### src/rtl/baud_tick_pkg.sv
// Shared definitions for the fractional baud tick generator.
// Assumes: nothing beyond standard SystemVerilog.
package baud_tick_pkg;

    // Default geometry of the divisor fields and the factor code.
    localparam int DEF_DIV_W    = 12;
    localparam int DEF_FRAC_W   = 7;
    localparam int DEF_CODE_W   = 3;
    localparam int DEF_FLOG_MAX = 7;   // log2 of the largest factor (128)
    localparam int DEF_FLOG_MIN = 4;   // log2 of the smallest factor (16)

    // Where the fractional remainder is cleared.
    typedef enum logic {
        ACC_FRAME = 1'b0,
        ACC_BIT   = 1'b1
    } acc_mode_e;

endpackage

### src/rtl/baud_period_ctr.sv
// Tick period counter: counts qualified clocks and fires a tick after
// int_div + carry of them. Assumes carry is stable during a period
// (it comes from a register that only moves on a tick).
module baud_period_ctr #(
    parameter int DIV_W = 12
) (
    input  logic             clk,
    input  logic             rst_n,
    input  logic             restart,
    input  logic             qual,
    input  logic [DIV_W-1:0] int_div,
    input  logic             carry,
    output logic             tick
);
    localparam int CW = DIV_W + 1;

    logic [CW-1:0] cnt;
    logic [CW-1:0] last;
    logic          active;
    logic          at_last;

    // Last count value of the current period; >= tolerates a divisor shrinking mid-period.
    always_comb begin
        active  = (int_div != '0);
        last    = CW'(int_div) + CW'(carry) - CW'(1);
        at_last = (cnt >= last);
        tick    = rst_n && active && !restart && qual && at_last;
    end

    // Advance on qualified clocks, wrap on the tick, clear on restart or idle.
    always_ff @(posedge clk) begin
        if (!rst_n) begin
            cnt <= '0;
        end else if (restart || !active) begin
            cnt <= '0;
        end else if (qual) begin
            cnt <= at_last ? '0 : cnt + CW'(1);
        end
    end

endmodule

### src/rtl/baud_frac_acc.sv
// Fractional accumulator: adds frac on every tick and reports a carry that
// lengthens the next tick period by one clock. Cleared on restart and,
// in bit mode, on the tick that ends a bit.
module baud_frac_acc #(
    parameter int FRAC_W = 7
) (
    input  logic              clk,
    input  logic              rst_n,
    input  logic              restart,
    input  logic              tick,
    input  logic              bit_wrap,
    input  logic              bit_mode,
    input  logic [FRAC_W-1:0] frac,
    output logic              carry
);
    logic [FRAC_W-1:0] acc;
    logic [FRAC_W:0]   sum;

    // Sum of the running remainder and the fraction; the top bit is the carry.
    always_comb begin
        sum   = {1'b0, acc} + {1'b0, frac};
        carry = sum[FRAC_W];
    end

    // Keep the remainder; clear it where the accuracy mode says so.
    always_ff @(posedge clk) begin
        if (!rst_n) begin
            acc <= '0;
        end else if (restart) begin
            acc <= '0;
        end else if (tick) begin
            acc <= (bit_mode && bit_wrap) ? '0 : sum[FRAC_W-1:0];
        end
    end

endmodule

### src/rtl/baud_bit_ctr.sv
// Bit slot counter: counts ticks within a bit, decodes the factor code
// (128 >> code, clamped at the smallest factor) and marks the middle and
// last tick of each bit. Assumes the factor is at least 2.
module baud_bit_ctr #(
    parameter int CODE_W   = 3,
    parameter int FLOG_MAX = 7,
    parameter int FLOG_MIN = 4
) (
    input  logic              clk,
    input  logic              rst_n,
    input  logic              restart,
    input  logic              tick,
    input  logic [CODE_W-1:0] factor_code,
    output logic              bit_end,
    output logic              half_bit
);
    localparam int SPAN = FLOG_MAX - FLOG_MIN;
    localparam int IW   = FLOG_MAX;

    logic [IW-1:0] idx;
    logic [IW-1:0] last_idx;
    logic [IW-1:0] half_idx;
    int            sh;

    // Decode the factor into the index of the last and the middle tick.
    always_comb begin
        sh       = (int'(factor_code) > SPAN) ? SPAN : int'(factor_code);
        last_idx = IW'((1 << (FLOG_MAX - sh)) - 1);
        half_idx = IW'((1 << (FLOG_MAX - sh - 1)) - 1);
        bit_end  = tick && (idx >= last_idx);
        half_bit = tick && (idx == half_idx);
    end

    // Step the tick index, wrapping at the end of each bit.
    always_ff @(posedge clk) begin
        if (!rst_n) begin
            idx <= '0;
        end else if (restart) begin
            idx <= '0;
        end else if (tick) begin
            idx <= bit_end ? '0 : idx + IW'(1);
        end
    end

endmodule

### src/rtl/baud_tick_gen.sv
// Fractional baud tick generator top. Selects the counting source, then
// chains the period counter, fractional accumulator and bit counter.
// Assumes src_sel is static while running; alt_en is already synchronous to clk.
module baud_tick_gen
    import baud_tick_pkg::*;
#(
    parameter int DIV_W    = DEF_DIV_W,
    parameter int FRAC_W   = DEF_FRAC_W,
    parameter int CODE_W   = DEF_CODE_W,
    parameter int FLOG_MAX = DEF_FLOG_MAX,
    parameter int FLOG_MIN = DEF_FLOG_MIN
) (
    input  logic              clk,
    input  logic              rst_n,
    input  logic              src_sel,
    input  logic              alt_en,
    input  logic [DIV_W-1:0]  int_div,
    input  logic [FRAC_W-1:0] frac_div,
    input  logic [CODE_W-1:0] factor_code,
    input  logic              acc_mode,
    input  logic              frame_start,
    output logic              sample_tick,
    output logic              bit_end,
    output logic              half_bit
);
    logic qual;
    logic bit_mode;
    logic carry;
    logic tick;
    logic wrap;
    logic mid;

    // Source select treated as a static enable on the count.
    always_comb begin
        qual     = src_sel ? alt_en : 1'b1;
        bit_mode = (acc_mode == ACC_BIT);
    end

    baud_period_ctr #(.DIV_W(DIV_W)) u_period (
        .clk     (clk),
        .rst_n   (rst_n),
        .restart (frame_start),
        .qual    (qual),
        .int_div (int_div),
        .carry   (carry),
        .tick    (tick)
    );

    baud_frac_acc #(.FRAC_W(FRAC_W)) u_frac (
        .clk      (clk),
        .rst_n    (rst_n),
        .restart  (frame_start),
        .tick     (tick),
        .bit_wrap (wrap),
        .bit_mode (bit_mode),
        .frac     (frac_div),
        .carry    (carry)
    );

    baud_bit_ctr #(
        .CODE_W   (CODE_W),
        .FLOG_MAX (FLOG_MAX),
        .FLOG_MIN (FLOG_MIN)
    ) u_bit (
        .clk         (clk),
        .rst_n       (rst_n),
        .restart     (frame_start),
        .tick        (tick),
        .factor_code (factor_code),
        .bit_end     (wrap),
        .half_bit    (mid)
    );

    // Drive the outputs.
    always_comb begin
        sample_tick = tick;
        bit_end     = wrap;
        half_bit    = mid;
    end

endmodule

### config.mk
export PLATFORM = sky130hd
export DESIGN_NAME = baud_tick_gen
export DESIGN_NICKNAME = d
export VERILOG_FILES = /design/src/rtl/baud_tick_pkg.sv /design/src/rtl/baud_period_ctr.sv /design/src/rtl/baud_frac_acc.sv /design/src/rtl/baud_bit_ctr.sv /design/src/rtl/baud_tick_gen.sv
export SDC_FILE = /design/constraint.sdc
export NUM_CORES = 1
export LEC_CHECK = 0
export BUFFER_PORTS_ARGS = -buffer_cell sky130_fd_sc_hd__buf_2
export CORE_MARGIN = 2
export CORE_UTILIZATION = 48
export DETAILED_ROUTE_END_ITERATION = 16
export PLACE_DENSITY = 0.8
export REMOVE_ABC_BUFFERS = 1
export SYNTH_ARGS = -nofsm -noshare
export SYNTH_HDL_FRONTEND = slang
export SYNTH_SLANG_ARGS = --single-unit
### constraint.sdc
create_clock -name clk -period 5.65 [get_ports clk]
set_input_delay 0.2825 -clock clk [delete_from_list [all_inputs] [get_ports clk]]
set_output_delay 0.2825 -clock clk [all_outputs]
set_load 0.1 [all_outputs]
### Yosys cells after proc, flatten, opt, wreduce, memory -nomap -nowiden

Index checks and enable logic that the tools add are counted.

* register bits after elaboration: 27
* bits of input ports: 28
* output and inout port bits: 3

* $add $sub $neg: 9
* $lt $le $gt $ge: 3
* equal/unequal tests: 1
* shift-type cells: 2
* multiplexer cells: 5
* bitwise operators: 1
* reductions and logical operators: 13

Operator list (number)
* 1-bit by 32-bit << shifter with 7-bit output, first input constant: 2
* 32-bit by 2-bit subtractor with 32-bit output, second input constant: 1
* 4-bit by 32-bit subtractor with 32-bit output, first input constant: 1
* 7-bit 2-to-1 mux: 2
* 7-bit by 2-bit subtractor with 7-bit output, second input constant: 2
* 12-bit by 1-bit adder with 13-bit output: 1
* 13-bit by 1-bit adder with 13-bit output, second input constant: 1
* 13-bit greater-or-equal comparator: 1
* 13-bit 2-to-1 mux: 1
* 13-bit by 1-bit subtractor with 13-bit output, second input constant: 1
* 12-bit nonzero test: 1
* 7-bit by 7-bit adder with 8-bit output: 1
* 7-bit by 1-bit adder with 7-bit output, second input constant: 1
* 7-bit equality test: 1
* 7-bit greater-or-equal comparator: 1
* 1-bit logical AND: 7
* 2-bit OR reduction: 2
* 3-bit by 2-bit greater-than comparator with 1-bit output, second input constant: 1
* 3-bit 2-to-1 mux: 1
* 1-bit zero test: 2
* 1-bit logical OR: 1
* 1-bit 2-to-1 mux: 1
* 1-bit inverter: 1

### Longest topological paths before layout

* word-level depth: 9
* gate-level depth with buffers: 21
* gate-level depth less buffers: 19

### Hierarchy

Synthesis repeated with hierarchy kept, for this count alone.

* cells, all modules: 310
* area total of the unflattened synthesis: 2524.9 µm²

Modules (own cells, without submodules)
* baud_period_ctr: instances 1, cells an instance 137, area an instance 1114.8 µm²
* baud_bit_ctr: instances 1, cells an instance 116, area an instance 900.9 µm²
* baud_frac_acc: instances 1, cells an instance 56, area an instance 503.0 µm²
* baud_tick_gen: instances 1, cells an instance 1, area an instance 6.3 µm²

### Worst setup path after synthesis

No wires, ideal clock.

* path type: input -> output
* start point: in frac_div[1]
* end point: out half_bit
* data arrival time: 4.390 ns
* required time: 5.368 ns
* slack: 0.977 ns
* stages: 20
* path through: ha_1 > a21o_1 > a21oi_1 > o21bai_1 > a21oi_1 > o21bai_1 > a21oi_1 > ha_1 > ha_1 > nand2_1 > or3_1 > xor2_1 > ha_1 > nand2_1 > o21ai_0 > a22o_1 > a31o_2 > and2_4 > buf_6 > and4_1

* longest elaborated chain between the ends: 6

Ends and longest elaborated chain
* start, declared: line baud_tick_gen.sv:18 `input logic [FRAC_W-1:0] frac_div,`
* 7-bit by 7-bit adder with 8-bit output: line baud_frac_acc.sv:21 `sum = {1'b0, acc} + {1'b0, frac};`
* 12-bit by 1-bit adder with 13-bit output: line baud_period_ctr.sv:25 `last = CW'(int_div) + CW'(carry) - CW'(1);`
* 13-bit by 1-bit subtractor with 13-bit output: line baud_period_ctr.sv:25
* 13-bit greater-or-equal comparator: line baud_period_ctr.sv:26 `at_last = (cnt >= last);`
* 1-bit logical AND: line baud_period_ctr.sv:27 `tick = rst_n && active && !restart && qual && at_last;`
* named net sample_tick: line baud_tick_gen.sv:22 `output logic sample_tick,`
* 1-bit logical AND: line baud_bit_ctr.sv:31 `half_bit = tick && (idx == half_idx);`
* end, declared: line baud_tick_gen.sv:24 `output logic half_bit`

The timed path passes the listed nets, and every way through them passes these cells.

### Worst setup path in the final report

* start point: reg u_frac.acc[1]
* end point: out half_bit

* longest elaborated chain between the ends: 6

Ends and longest elaborated chain
* start, declared: line baud_frac_acc.sv:16 `logic [FRAC_W-1:0] acc;`
* start signal, assigned: line baud_frac_acc.sv:32 `acc <= (bit_mode && bit_wrap) ? '0 : sum[FRAC_W-1:0];`
* 7-bit by 7-bit adder with 8-bit output: line baud_frac_acc.sv:21
* 12-bit by 1-bit adder with 13-bit output: line baud_period_ctr.sv:25
* 13-bit by 1-bit subtractor with 13-bit output: line baud_period_ctr.sv:25
* 13-bit greater-or-equal comparator: line baud_period_ctr.sv:26
* 1-bit logical AND: line baud_period_ctr.sv:27
* 1-bit logical AND: line baud_bit_ctr.sv:31

No other way between the ends.

==> results.md <==
Clock tree:
- After clock tree synthesis, the clock-pin slew on the worst setup and hold paths is around 0.09 ns.
- Counting along the longest clock path gives a buffer depth of 2.
- TritonCTS built the clock tree.
- The clock root buffer is sky130_fd_sc_hd__clkbuf_8.
- In this run the number of H-tree levels came out at 1.
- The post-CTS setup-driven buffer insertion count is 0.
- The clock reaches the later pin of the worst-skew pair after 0.27 ns.
- Hold repair after CTS inserted 0 buffers.
- The number of instances resized during post-cts repair is 0.
- The total CTS buffers is 3.
- The number of clock sinks is 27.

Worst setup path:
- The critical path start-end classification is flip-flop to output port.
- Grouping stages by cell kind, the critical path spends the most delay in compound AO/OA/AOI/OAI gates.
- For this run, the slowest stage of the critical path takes 0.42 ns.
- The most repeated library cell on the critical path is sky130_fd_sc_hd__ha_1.
- The worst path arrival time is 4.93 ns.
- The worst setup path is captured at an output port.
- Together, buffers and inverters on the worst path number 1.
- The maximum fanout along the worst path is 21.
- Walking the worst path, the cells encountered are ha_1 -> a21o_1 -> a21oi_1 -> o21bai_1 -> a21oi_1 -> o21bai_1 -> a21oi_1 -> ha_1 -> ha_1 -> nand2_1 -> or3_1 -> xor2_1 -> ha_1 -> nand2_1 -> o21ai_0 -> a22o_1 -> a31o_2 -> and2_4 -> and4_1 -> buf_2.
- The critical path launch point type is a flip-flop.
- The data required time of the critical path is between 5 and 6 ns.
- The slowest cell on the critical path is sky130_fd_sc_hd__buf_2.

Final layout:
- The combined flip-flop and latch cell area is approximately 540 um2.
- For this run, the post-layout net count is 407.
- Cells with a size suffix above 1 make up roughly 15% of the layout.
- The multi-input combinational cells in the finished layout cover a total of 1960 um2.
- The area of all placed cells without fillers is roughly 2800 um2.
- The area growth from synthesis to layout is 7.79%.
- The count of inserted antenna diode cells is 0.
- The layout has 491 filler cells.
- For this run, the share of the core covered by cells in the final layout is around 55%.

Die:
- The starting density of the core is between 50% and 60%.
- The die covers roughly 6100 um2.
- The boundary pin count is 31.
- The floorplan has 26 rows.
- In this run the horizontal extent of the chip is 78.1 um.
- The floorplan step defined a core boundary enclosing 5200 um2.
- The floorplan step set the die height to a little under 80 um.

Synthesis:
- Of the synthesized area, sequential elements account for 20.5%.
- The most used flip-flop cell after synthesis is sky130_fd_sc_hd__dfxtp_1.
- The number of flops mapped to enable cells by yosys is 0.
- Synthesis produced a netlist whose cell count is 316.
- After synthesis the cells add up to about 2600 um2.
- The mean post-synth cell area is about 8.3 um2.
- For this run, asynchronously set or reset flops after synthesis account for 0%.
- Synthesis instantiated 60 different standard cells from the library.
- Synthesis inferred 27 register bits.
- For this run, the number of Yosys warnings is 0.

STA:
- The final-report max-slew violation count is 0.
- The time the worst path needs with I/O delays and setup is approximately 5.2 ns.
- The final setup violation count is 0.
- The worst clock skew on the final layout is ~0.0040 ns.
- The final-report hold violation count is 0.
- The tightest slew margin relative to the limit is between 30% and 40%.
- In the final timing run, aggregate negative setup slack is 0 ns.
- Dividing the final minimum period by the clock period gives 92.2%.
- The worst path setup slack after routing is approximately 0.44 ns.
- Hold timing on the final database bottoms out at a slack of ~0.34 ns.
- For this run, the top clock speed supported by timing is 192 MHz.
- For the pin with the worst max-slew slack, the measured transition is 1.04 ns.
- Setup repair after global routing left no endpoint under its margin.

Global route:
- The first global-routing pass estimated between 9000 and 10000 um of wire.
- Entering global routing, the biggest net connects 23 pins.
- The number of global-route vias before repair was 2121.
- The initial antenna violation count is 0.
- Global routing used a little under a fifth of the available tracks across all layers.
- Global routing finished with a remaining overflow of 0.

Placement:
- After detailed placement, the total cell area comes to ~2800 um2.
- The final weighted congestion in routability-driven placement is approximately 0.8.
- Detailed placement ended at an HPWL of 4300 um.
- The count of buffers from port buffering is 30.
- OpenSTA, run right after detailed placement, puts the worst setup slack at around 0.7 ns.

Routing:
- The first TritonRoute pass finished after 4 iterations.
- The number of DRC violations after detailed routing is 0.
- The average via count per standard cell is approximately 5.6.
- In this run the remaining antenna-violating nets after routing total 0.
- The routed wire length per instance is ~13 um.
- The routed design has ~5400 um of wire.
- The total number of vias is ~2300.
- The violation count after the first detailed-routing iteration is 103.

Power:
- The power per cell area is about 140 nW/um2.
- The maximum vdd ir drop is roughly 0.00013 V.
- Summed over all cells, the static leakage comes to 1.24 nW.

Flow run:
- The tool flagged a number of max-cap violations equal to 0.

Run status:
- The run finished with clean final reports.

Worst hold path:
- The worst hold-check path type is input port to flip-flop.
path summary, 6_finish.rpt:
kind / from / endpoint / slack, ns / cells after the start
setup / recovery: u_frac.acc[1] / half_bit / 0.44 / 20
hold / removal: frac_div[0] / u_frac.acc[0] / 0.34 / 3
setup reg to reg: u_frac.acc[1] / u_period.cnt[11] / 1.24 / 19
hold reg to reg: u_period.cnt[1] / u_period.cnt[1] / 0.51 / 2
registers in the layout, indices dropped and copies added (netlist names):
name          count
u_period.cnt     13
u_bit.idx         7
u_frac.acc        7
routing by layer:
metal,wire [um],track usage [%]
met2,2750,34.0
met1,2500,22.3
met3,141,2.87
met4,42,3.16
met5,0,0
area by class of cell:
type | instances | share of cell area (%)
Multi-Input combinational cell | 264 | 69.0
Sequential cell | 27 | 19.0
Inverter | 15 | 1.98
Timing Repair Buffer | 30 | 5.29
Tap cell | 70 | 3.08
Clock buffer | 4 | 1.59
synth_stat cells, types with 2 or more instances:
library cell	number	area (um2)
sky130_fd_sc_hd__a211oi_1	2	15.0
sky130_fd_sc_hd__a21oi_1	20	100
sky130_fd_sc_hd__ha_1	37	463
sky130_fd_sc_hd__xnor2_1	18	158
sky130_fd_sc_hd__nand3_1	12	60.1
sky130_fd_sc_hd__o21ai_0	6	30.0
sky130_fd_sc_hd__o21bai_1	2	15.0
sky130_fd_sc_hd__nor2_1	24	90.1
sky130_fd_sc_hd__o22ai_1	2	12.5
sky130_fd_sc_hd__and3_1	5	31.3
sky130_fd_sc_hd__and2_1	2	12.5
sky130_fd_sc_hd__buf_6	4	45.0
sky130_fd_sc_hd__nor4_1	2	12.5
sky130_fd_sc_hd__or3_1	4	25.0
sky130_fd_sc_hd__and4_1	6	52.6
sky130_fd_sc_hd__nor2b_1	4	25.0
sky130_fd_sc_hd__a21o_1	3	22.5
sky130_fd_sc_hd__mux2i_1	2	20.0
sky130_fd_sc_hd__o21ai_1	2	10.0
sky130_fd_sc_hd__o211ai_1	4	30.0
sky130_fd_sc_hd__inv_1	14	52.6
sky130_fd_sc_hd__nand2_1	26	97.6
sky130_fd_sc_hd__buf_2	2	10.0
sky130_fd_sc_hd__nand4_1	7	43.8
sky130_fd_sc_hd__xor2_1	17	149
sky130_fd_sc_hd__dfxtp_1	27	541
sky130_fd_sc_hd__o21a_1	3	22.5
sky130_fd_sc_hd__buf_4	2	15.0
sky130_fd_sc_hd__conb_1	2	7.51
sky130_fd_sc_hd__a31o_1	3	26.3
sky130_fd_sc_hd__clkbuf_1	4	15.0
sky130_fd_sc_hd__nor3_1	8	40.0
sky130_fd_sc_hd__nand2b_1	7	43.8
sky130_fd_sc_hd__a31o_2	6	52.6
sky130_fd_sc_hd__a41oi_1	2	17.5
cells in the final DEF (no fill, tap or decap), types with 8 or more instances in the layout:
cell,synthesis,layout
sky130_fd_sc_hd__a21oi_1,20,20
sky130_fd_sc_hd__buf_2,2,30
sky130_fd_sc_hd__dfxtp_1,27,27
sky130_fd_sc_hd__ha_1,37,37
sky130_fd_sc_hd__inv_1,14,14
sky130_fd_sc_hd__nand2_1,26,26
sky130_fd_sc_hd__nand3_1,12,12
sky130_fd_sc_hd__nor2_1,24,24
sky130_fd_sc_hd__nor3_1,8,8
sky130_fd_sc_hd__xnor2_1,18,18
sky130_fd_sc_hd__xor2_1,17,17
worst min-delay path: cells and delay by family:
kind | cells | cell delay (ns)
buffers and inverters | 1 | 0.08
AO/OA/AOI/OAI | 1 | 0.11
adder cells (fa/ha/maj) | 1 | 0.12
power breakdown:
| part | switching, mW | total [mW] | internal, mW |
|---|---|---|---|
| combinational | 0.0525 | 0.0910 | 0.0385 |
| clock | 0.0612 | 0.112 | 0.0506 |
| sequential | 0.000539 | 0.191 | 0.191 |
per-stage QoR:
stage          cells  total power [mW]
2_1_floorplan    306             0.258
3_3_place_gp     406             0.282
3_5_place_dp     406             0.286
4_1_cts          410             0.397
5_1_grt          410             0.418
6_report         410             0.394
cell families (layout without fill, tap and decap cells):
group / count (synthesis) / after routing / share of synthesized area [%]
multiplexers: 2 / 2 / 0.760
buffers and inverters: 27 / 49 / 5.37
other: 2 / 4 / 0.285
XOR/XNOR: 36 / 36 / 12.3
flip-flops: 27 / 27 / 20.5
AO/OA/AOI/OAI: 69 / 69 / 19.0
adder cells (fa/ha/maj): 38 / 38 / 18.3
AND/OR/NAND/NOR: 115 / 115 / 23.5
Power figures use the tool's default switching activity.
